`config.mk`:
```
export PLATFORM = sky130hd
export DESIGN_NAME = acc_cpu
export DESIGN_NICKNAME = d
export VERILOG_FILES = /design/src/rtl/acc_cpu_pkg.sv /design/src/rtl/acc_cpu_decode.sv /design/src/rtl/acc_cpu_alu.sv /design/src/rtl/acc_cpu_pc.sv /design/src/rtl/acc_cpu.sv
export SDC_FILE = /design/constraint.sdc
export NUM_CORES = 1
export LEC_CHECK = 0
export BUFFER_PORTS_ARGS = -buffer_cell sky130_fd_sc_hd__buf_2
export CAP_MARGIN = 20
export CORE_MARGIN = 2
export CORE_UTILIZATION = 45
export CTS_CLUSTER_DIAMETER = 200
export DETAILED_ROUTE_END_ITERATION = 7
export PLACE_DENSITY_LB_ADDON = 0.1
export SYNTH_ARGS = -nofsm -noshare
export SYNTH_HDL_FRONTEND = slang
export SYNTH_SLANG_ARGS = --single-unit
```
`constraint.sdc`:
```
create_clock -name clk -period 5.3 [get_ports clk]
set_input_delay 0.265 -clock clk [delete_from_list [all_inputs] [get_ports clk]]
set_output_delay 0.265 -clock clk [all_outputs]
set_load 0.02 [all_outputs]
```
`src/rtl/acc_cpu_pkg.sv`:
```
package acc_cpu_pkg;

   localparam int OPC_W   = 4;
   localparam int INSTR_W = 2 * OPC_W;

   typedef enum logic [OPC_W-1:0] {
      OPC_IDLE   = 4'd0,
      OPC_ADD    = 4'd1,
      OPC_SUB    = 4'd2,
      OPC_AND    = 4'd3,
      OPC_OR     = 4'd4,
      OPC_LOAD   = 4'd5,
      OPC_STORE  = 4'd6,
      OPC_JUMP   = 4'd7,
      OPC_JZERO  = 4'd8,
      OPC_XLOAD  = 4'd9,
      OPC_LOADX  = 4'd10,
      OPC_STOREX = 4'd11,
      OPC_JNEG   = 4'd12,
      OPC_XINC   = 4'd13,
      OPC_SPARE  = 4'd14,
      OPC_HALT   = 4'd15
   } opc_e;

   typedef enum logic [1:0] {
      ALU_ADD = 2'b00,
      ALU_SUB = 2'b01,
      ALU_AND = 2'b10,
      ALU_OR  = 2'b11
   } alu_sel_e;

   typedef struct packed {
      alu_sel_e alu_sel;
      logic     acc_wr;
      logic     acc_from_mem;
      logic     mem_wr;
      logic     jmp_always;
      logic     jmp_zero;
      logic     jmp_neg;
      logic     idx_wr;
      logic     idx_inc;
      logic     idx_addr;
      logic     halt;
   } ctrl_t;

endpackage

```
`src/rtl/acc_cpu_decode.sv`:
```
module acc_cpu_decode
   import acc_cpu_pkg::*;
(
   input  logic [OPC_W-1:0] opcode,
   output ctrl_t            ctrl
);

   always_comb begin
      ctrl         = '0;
      ctrl.alu_sel = ALU_ADD;
      case (opc_e'(opcode))
         OPC_ADD: begin
            ctrl.alu_sel = ALU_ADD;
            ctrl.acc_wr  = 1'b1;
         end
         OPC_SUB: begin
            ctrl.alu_sel = ALU_SUB;
            ctrl.acc_wr  = 1'b1;
         end
         OPC_AND: begin
            ctrl.alu_sel = ALU_AND;
            ctrl.acc_wr  = 1'b1;
         end
         OPC_OR: begin
            ctrl.alu_sel = ALU_OR;
            ctrl.acc_wr  = 1'b1;
         end
         OPC_LOAD: begin
            ctrl.acc_wr       = 1'b1;
            ctrl.acc_from_mem = 1'b1;
         end
         OPC_STORE:  ctrl.mem_wr     = 1'b1;
         OPC_JUMP:   ctrl.jmp_always = 1'b1;
         OPC_JZERO:  ctrl.jmp_zero   = 1'b1;
         OPC_JNEG:   ctrl.jmp_neg    = 1'b1;
         OPC_XLOAD:  ctrl.idx_wr     = 1'b1;
         OPC_XINC:   ctrl.idx_inc    = 1'b1;
         OPC_LOADX: begin
            ctrl.acc_wr       = 1'b1;
            ctrl.acc_from_mem = 1'b1;
            ctrl.idx_addr     = 1'b1;
         end
         OPC_STOREX: begin
            ctrl.mem_wr   = 1'b1;
            ctrl.idx_addr = 1'b1;
         end
         OPC_HALT:   ctrl.halt = 1'b1;
         default:    ctrl.halt = 1'b0;
      endcase
   end

endmodule

```
`src/rtl/acc_cpu_alu.sv`:
```
module acc_cpu_alu
   import acc_cpu_pkg::*;
#(
   parameter int DATA_W = 8
) (
   input  alu_sel_e          sel,
   input  logic [DATA_W-1:0] lhs,
   input  logic [DATA_W-1:0] rhs,
   output logic [DATA_W-1:0] result
);

   initial begin
      assert (DATA_W >= 2) else $error("acc_cpu_alu: DATA_W must be at least 2");
   end

   always_comb begin
      case (sel)
         ALU_ADD: result = lhs + rhs;
         ALU_SUB: result = lhs - rhs;
         ALU_AND: result = lhs & rhs;
         ALU_OR:  result = lhs | rhs;
         default: result = lhs;
      endcase
   end

endmodule

```
`src/rtl/acc_cpu_pc.sv`:
```
module acc_cpu_pc
   import acc_cpu_pkg::*;
#(
   parameter int PC_W = 8
) (
   input  logic             clk,
   input  logic             rst,
   input  logic             hold,
   input  logic             load,
   input  logic [OPC_W-1:0] target,
   output logic [PC_W-1:0]  pc
);

   logic [PC_W-1:0] target_ext;

   initial begin
      assert (PC_W >= OPC_W) else $error("acc_cpu_pc: PC_W must cover a jump operand");
   end

   generate
      if (PC_W > OPC_W) begin : g_pad
         assign target_ext = {{(PC_W-OPC_W){1'b0}}, target};
      end else begin : g_exact
         assign target_ext = target;
      end
   endgenerate

   always_ff @(posedge clk) begin
      if (rst)
         pc <= '0;
      else if (hold)
         pc <= pc;
      else if (load)
         pc <= target_ext;
      else
         pc <= pc + 1'b1;
   end

endmodule

```
`src/rtl/acc_cpu.sv`:
```
module acc_cpu
   import acc_cpu_pkg::*;
#(
   parameter int DATA_W = 8,
   parameter int PC_W   = 8
) (
   input  logic               clk,
   input  logic               rst,
   output logic [PC_W-1:0]    imem_addr,
   input  logic [7:0]         imem_data,
   output logic [DATA_W-1:0]  dmem_addr,
   output logic [DATA_W-1:0]  dmem_wdata,
   input  logic [DATA_W-1:0]  dmem_rdata,
   output logic               dmem_we,
   output logic               halted
);

   localparam int SIGN_BIT = DATA_W - 1;

   initial begin
      assert (INSTR_W == 8) else $error("acc_cpu: instruction byte must be 8 bits");
      assert (DATA_W >= OPC_W) else $error("acc_cpu: DATA_W must cover a direct operand");
      assert (PC_W >= OPC_W) else $error("acc_cpu: PC_W must cover a jump operand");
   end

   logic [OPC_W-1:0]  opcode;
   logic [OPC_W-1:0]  operand;
   logic [DATA_W-1:0] direct_addr;
   ctrl_t             ctrl_dec;
   ctrl_t             ctrl;
   logic [DATA_W-1:0] acc_q;
   logic [DATA_W-1:0] idx_q;
   logic              flag_z;
   logic              flag_n;
   logic              halt_q;
   logic [DATA_W-1:0] alu_y;
   logic [DATA_W-1:0] acc_next;
   logic              take_jump;

   assign opcode  = imem_data[INSTR_W-1:OPC_W];
   assign operand = imem_data[OPC_W-1:0];

   generate
      if (DATA_W > OPC_W) begin : g_addr_pad
         assign direct_addr = {{(DATA_W-OPC_W){1'b0}}, operand};
      end else begin : g_addr_exact
         assign direct_addr = operand;
      end
   endgenerate

   acc_cpu_decode u_decode (
      .opcode (opcode),
      .ctrl   (ctrl_dec)
   );

   assign ctrl = halt_q ? '0 : ctrl_dec;

   acc_cpu_alu #(.DATA_W(DATA_W)) u_alu (
      .sel    (ctrl.alu_sel),
      .lhs    (acc_q),
      .rhs    (dmem_rdata),
      .result (alu_y)
   );

   assign take_jump = ctrl.jmp_always
                    | (ctrl.jmp_zero & flag_z)
                    | (ctrl.jmp_neg  & flag_n);

   acc_cpu_pc #(.PC_W(PC_W)) u_pc (
      .clk    (clk),
      .rst    (rst),
      .hold   (ctrl.halt | halt_q),
      .load   (take_jump),
      .target (operand),
      .pc     (imem_addr)
   );

   assign acc_next   = ctrl.acc_from_mem ? dmem_rdata : alu_y;
   assign dmem_addr  = ctrl.idx_addr ? idx_q : direct_addr;
   assign dmem_wdata = acc_q;
   assign dmem_we    = ctrl.mem_wr & ~rst;
   assign halted     = halt_q;

   always_ff @(posedge clk) begin
      if (rst) begin
         acc_q  <= '0;
         idx_q  <= '0;
         flag_z <= 1'b0;
         flag_n <= 1'b0;
         halt_q <= 1'b0;
      end else begin
         if (ctrl.acc_wr) begin
            acc_q  <= acc_next;
            flag_z <= (acc_next == '0);
            flag_n <= acc_next[SIGN_BIT];
         end
         if (ctrl.idx_wr)
            idx_q <= dmem_rdata;
         else if (ctrl.idx_inc)
            idx_q <= idx_q + 1'b1;
         if (ctrl.halt)
            halt_q <= 1'b1;
      end
   end

endmodule

```
==> results.cfg, run 1 <==
[status]
status = completed

[power_and_ir_drop]
leakagePower_nw = 1.066
power.density_nw_per_um2 = 247.0
max-vdd-ir-drop_v = 0.0001106

[job]
max_cap_viol_count = 0

[clock_network]
clkTransAtPathRegs_ns = 0.11
post-cts-setup-buffer-count = 0
cts-root-buf = clkbuf_8
cts_hold_buf = 0
cts_resized = 0
cts_sinks = 26
cts_buffers = 3
cts_tree = yes
h-tree-depth = 1
clkLatencyLatePin_ns = 0.28
clock_path_buffers = 2

[global_route]
antenna_found_initial = 0
overflow = 0
grt_pass1_vias = 1935
grt_max_degree = 28
track_usage = 0.2246
grt_pass1_wl_um = 9577

[cells_and_area]
antenna_cells = 0
fin_nets = 353
syn_to_final_growth_pct = 14.52
layout-drive-gt1-share = 0.1838
finalNonFillerCells = 388
num-fill-cells = 469

[floorplan]
fp.dieW_um = 74.15
start_util = 0.4689
rows = 25
ios = 44
die_y_um = 74.15
core_um2 = 4723
dieArea_um2 = 5498

[logic_synthesis]
synth_area_leaders = dfxtp_1 24%, ha_1 6.8%, nand2_1 5.8%, nor2_1 5.3%, xnor2_1 5.1%
ys_ff_latch = 26
avgSynthCellArea_um2 = 7.743
ys_seq_area_frac = 0.2350
synth_ff_type = dfxtp_1
async_flop_share = 0
synth_top_area_frac = 0.2350
syn_area_um2 = 2215
synthCells = 286
synth-edff-count = 0
netlist.top_cell.by_area = dfxtp_1
ys_types = 60
yosysWarnings = 0
syn_nets = 317

[timing]
finClkSkew_ns = 0.004463
setup_viol = 0
rsz0062_at_grt = no
relSlewSlack = 0.3700
max_freq_mhz = 274.9
post-route-period-util = 0.6864
maxSlewViolCount = 0
final.setup.tns_ns = 0
hold_viol_final = 0
fin_crit_ns = 3.638
worst_slew_pin_slew_ns = 0.9429

[setup_path]
worstPathArrival_ns = 3.85
critPathMaxFanout = 13
critPathRequiredTime_ns = 5.51
reg2reg_from = halted
r2r_slack_ns = 1.66
r2r.worst_path.cells = 12
start_kind = flop
path_class = reg -> reg
endpoint_kind = flop
worst_r2r_endpoint = flag_z

[route]
postRouteAntennaNets = 0
wl_per_cell_um = 15.61
dr.pass1.iters = 5
via_count = 2213
initialDrtViolationCount = 185
routed_wl_um = 6058
avgViaCountPerCell = 5.704
drcViolationCount = 0

[min_path]
holdPathStages = 3
min-delay-start = imem_data[2]
hold_class = in -> reg
hold_end = u_pc.pc[2]

[placed_design]
io_buffer_count = 43
dp_hpwl_um = 4518
gp_routability_congestion = 0.9142
dp.cells = 384
-- worst max path at each step --
stage,end,depth (start not counted),from
after floorplan,flag_z,11,halted
after global placement,flag_z,12,halted
after detailed placement,flag_z,12,halted
after CTS,flag_z,11,halted
after global routing,flag_z,11,halted
final,flag_z,12,halted
-- cell usage in the layout, fill, tap and decap left out, types with 7 or more instances in the layout --
| cell type | n |
|---|---|
| buf_2 | 43 |
| nand2_1 | 34 |
| nor2_1 | 31 |
| dfxtp_1 | 26 |
| o21ai_0 | 14 |
| xnor2_1 | 13 |
| a21oi_1 | 13 |
| ha_1 | 12 |
| inv_1 | 10 |
| a211oi_1 | 8 |
| a22oi_1 | 7 |
-- layer usage --
| metal | GRT usage | routed length [µm] |
|---|---|---|
| met1 | 0.3353 | 3000 |
| met2 | 0.3403 | 2672 |
| met3 | 0.02304 | 323 |
| met4 | 0.06667 | 61 |
| met5 | 0 | 0 |
-- critical path, stage by stage, from the launching register on --
cell and delay, ns:
dfxtp_1 0.48, or3_1 0.48, nor2_1 0.34, a31oi_1 0.10, xnor2_1 0.15, ha_1 0.39
nand2_1 0.08, a211oi_1 0.27, a211oi_1 0.11, xnor2_1 0.14, a221o_1 0.33, or4_1 0.49
o31ai_2 0.21
-- cell type report --
type | instances | area (µm²) | share of cell area
clock inverter | 1 | 30.03 | 0.01184
timing repair buffer | 45 | 230.2 | 0.09077
sequential | 26 | 520.5 | 0.2052
multi-input combinational | 236 | 1593 | 0.6280
clock buffer | 3 | 41.29 | 0.01628
tap | 67 | 83.83 | 0.03305
inverter | 10 | 37.54 | 0.01480
-- through the flow --
| step | hold WS [ns] | util | power, mW | area (µm²) | worst slack (ns) |
|---|---|---|---|---|---|
| floorplan | 0.4332 | - | 0.3928 | 2215 | 2.068 |
| global placement | 0.4920 | 0.5219 | 0.4520 | 2465 | 1.792 |
| detailed placement | 0.5033 | 0.5219 | 0.4521 | 2465 | 1.698 |
| CTS | 0.2574 | 0.5370 | 0.6310 | 2536 | 1.680 |
| global route | 0.2710 | 0.5370 | 0.6618 | 2536 | 1.440 |
| finish | 0.2649 | 0.5370 | 0.6264 | 2536 | 1.662 |
-- power breakdown --
group	total [mW]	internal (mW)	switching, mW
Clock	0.176	0.101	0.0747
Combinational	0.225	0.0939	0.131
Sequential	0.226	0.208	0.0176
-- sequential cells by signal, indices dropped and copies added, names as in the netlist --
signal / count
dmem_wdata: 8
idx_q: 8
flag_z: 1
halted: 1
u_pc.pc: 8
-- logic make-up after synthesis --
kind of cell             after synthesis  synth area share
buffers and inverters                 24           0.04859
XOR/XNOR                              17           0.06723
flip-flops                            26            0.2350
multiplexers                          10           0.04746
AO/OA/AOI/OAI                         77            0.2458
AND/OR/NAND/NOR                      115            0.2610
adder cells (fa/ha/maj)               17           0.09491
-- Yosys cell counts, drive strengths merged, types with 5 or more instances --
cell type and instances:
clkbuf 8, o21ai 16, buf 6, dfxtp 26, ha 12, mux2i 6, nor2 32, nand2b 6
inv 10, a22oi 7, a211oi 9, nand2 34, and2 5, a21oi 14, xnor2 13, nand4 6
nor3 6
Power figures use the tool's default switching activity.
==> run 2, diff against run 1 <==
--- a/config.mk
+++ b/config.mk
@@ -5,6 +5,7 @@
 export SDC_FILE = /design/constraint.sdc
 export NUM_CORES = 1
 export LEC_CHECK = 0
+export ABC_AREA = 1
 export BUFFER_PORTS_ARGS = -buffer_cell sky130_fd_sc_hd__buf_2
 export CAP_MARGIN = 20
 export CORE_MARGIN = 2
==> constraint.sdc (replaced) <==
create_clock -name clk -period 3.35 [get_ports clk]
set_input_delay 0.1675 -clock clk [delete_from_list [all_inputs] [get_ports clk]]
set_output_delay 0.1675 -clock clk [all_outputs]
set_load 0.02 [all_outputs]
==> results.cfg, run 2 <==
[status]
status = completed

[timing]
worst_slew_pin_slew_ns = 0.6435
relSlewSlack = 0.5697
rsz0062_at_grt = no
post-route-period-util = 0.7784
setup_viol = 0
hold_viol_final = 0
final.setup.tns_ns = 0
max_freq_mhz = 383.5
fin_crit_ns = 2.608
finClkSkew_ns = 0.007821
maxSlewViolCount = 0

[power_and_ir_drop]
p_total_uw = 997.7
max-vdd-ir-drop_v = 0.0002498
power.density_nw_per_um2 = 381.9
leakagePower_nw = 1.371

[logic_synthesis]
ys_top_cells_by_count = 105 x nand2_1, 55 x inv_1, 37 x nor2_1
ys_seq_area_frac = 0.2273
synthCells = 378
async_flop_share = 0
yosysMostFrequentCell = nand2_1
netlist.top_cell.by_area = dfxtp_1
synth_ff_type = dfxtp_1
synth_area_leaders = dfxtp_1 23%, nand2_1 17%, inv_1 9.0%, ha_1 6.6%, o21ai_0 6.1%
syn_area_um2 = 2290
yosysWarnings = 0
avgSynthCellArea_um2 = 6.057
ys_ff_latch = 26
syn_nets = 409
synth_top_area_frac = 0.2273
ys_types = 38
synth-edff-count = 0

[setup_path]
critical_path.top_delay_family = simple AND/OR/NAND/NOR gates
start_kind = flop
critical-path-slowest-cell = dfxtp_1
r2r.worst_path.cells = 14
endpoint_kind = flop
path_class = reg -> reg
r2r_slack_ns = 0.74
reg2reg_from = halted
critPathMostFrequentCell = nand3_1
critPathMaxStageDelay_ns = 0.48
worstPathArrival_ns = 2.83
path_cells = inv_2 -> nand4_2 -> o21ai_0 -> xor2_1 -> ha_1 -> nand2_1 -> or2_2 -> nand3_1 -> nand3_1 -> nand3_1 -> nand2_1 -> nand2_1 -> nand3_1 -> a21oi_2
critPathMaxFanout = 9
crit_buf_inv = 1
worst_r2r_endpoint = flag_z
critPathRequiredTime_ns = 3.57

[cells_and_area]
fin_nets = 449
syn_to_final_growth_pct = 14.10
layout-drive-gt1-share = 0.1535
antenna_cells = 0
num-fill-cells = 534
final_common_cell = nand2_1
finalNonFillerCells = 484
post-route-util = 0.5423
layout_common_cells = 105 x nand2_1, 55 x inv_1, 43 x buf_2

[global_route]
grt_pass1_vias = 2153
grt_max_degree = 16
track_usage = 0.2233
grt_pass1_wl_um = 9818
overflow = 0
antenna_found_initial = 0

[clock_network]
post-cts-setup-buffer-count = 0
cts_hold_buf = 0
cts_sinks = 26
clock_path_buffers = 2
cts_resized = 0
clkTransAtPathRegs_ns = 0.11
cts_tree = yes
clkLatencyLatePin_ns = 0.28
cts-root-buf = clkbuf_8
h-tree-depth = 1
cts_buffers = 3

[floorplan]
die_y_um = 75.33
start_util = 0.4753
core_um2 = 4817
rows = 25
fp.dieW_um = 75.33
dieArea_um2 = 5675
ios = 44

[placed_design]
gp_routability_congestion = 0.9721
dp_hpwl_um = 4783
io_buffer_count = 43
dp.cells = 480

[route]
drcViolationCount = 0
avgViaCountPerCell = 5.182
initialDrtViolationCount = 163
routed_wl_um = 6158
wl_per_cell_um = 12.72
dr.pass1.iters = 5
postRouteAntennaNets = 0
via_count = 2508

[min_path]
holdPathStages = 3
min-delay-start = imem_data[0]
hold_class = in -> reg
hold_end = u_pc.pc[0]

[job]
max_cap_viol_count = 0
[run 2: cells by family after synthesis]
kind of cell               synth area share
buffers and inverters                0.1191
xor gates and xnor gates            0.03443
and+or+nand+nor                      0.3519
AOI/OAI and AO/OA                    0.1929
adders and majority gates           0.07432
DFF                                  0.2273
[run 2: layer usage]
metal / vias to the layer above / routed length, µm / track usage
met5: - / 0 / 0
met4: 0 / 107 / 0.06628
met3: 8 / 338 / 0.03175
met2: 75 / 2753 / 0.3604
met1: 1118 / 2959 / 0.3104
li1: 1307 / - / -
[run 2: report_power, final]
group          switching, mW  internal [mW]
registers             0.0258          0.331
logic                  0.238          0.128
clock network          0.115          0.160
[run 2: how the worst max path moves through the flow]
stage / depth (start not counted) / endpoint / start / slack, ns
detailed placement: 18 / flag_z / imem_data[6] / 0.55
global route: 17 / flag_z / halted / 0.49
global placement: 18 / flag_z / imem_data[6] / 0.58
floorplan: 15 / flag_z / halted / 0.99
finish: 14 / flag_z / halted / 0.74
CTS: 14 / flag_z / halted / 0.74
[run 2: worst reg2reg max path, delay by kind of cell, from the launching register on]
family / cells / cell delay [ns]
AND/OR/NAND/NOR: 9 / 1.11
buffers and inverters: 1 / 0.16
XOR/XNOR: 1 / 0.17
AO/OA/AOI/OAI: 2 / 0.27
adder cells (fa/ha/maj): 1 / 0.36
flip-flops: 1 / 0.48
[run 2: cell type report]
cell class                 count  area (µm²)  area share
inverter                      58       217.7     0.08333
timing repair buffer          44       222.7     0.08525
multi-input combinational    285        1496      0.5728
tap                           67       83.83     0.03209
sequential                    26       520.5      0.1992
clock buffer                   3       41.29     0.01580
clock inverter                 1       30.03     0.01149
[run 2: metrics by stage]
stage               hold slack [ns]  instance area, µm²  setup slack, ns
floorplan                    0.2632                2290           0.9941
finish                       0.1950                2613           0.7423
global route                 0.2248                2613           0.4880
CTS                          0.1929                2613           0.7366
global placement             0.4495                2541           0.5795
detailed placement           0.4582                2541           0.5518
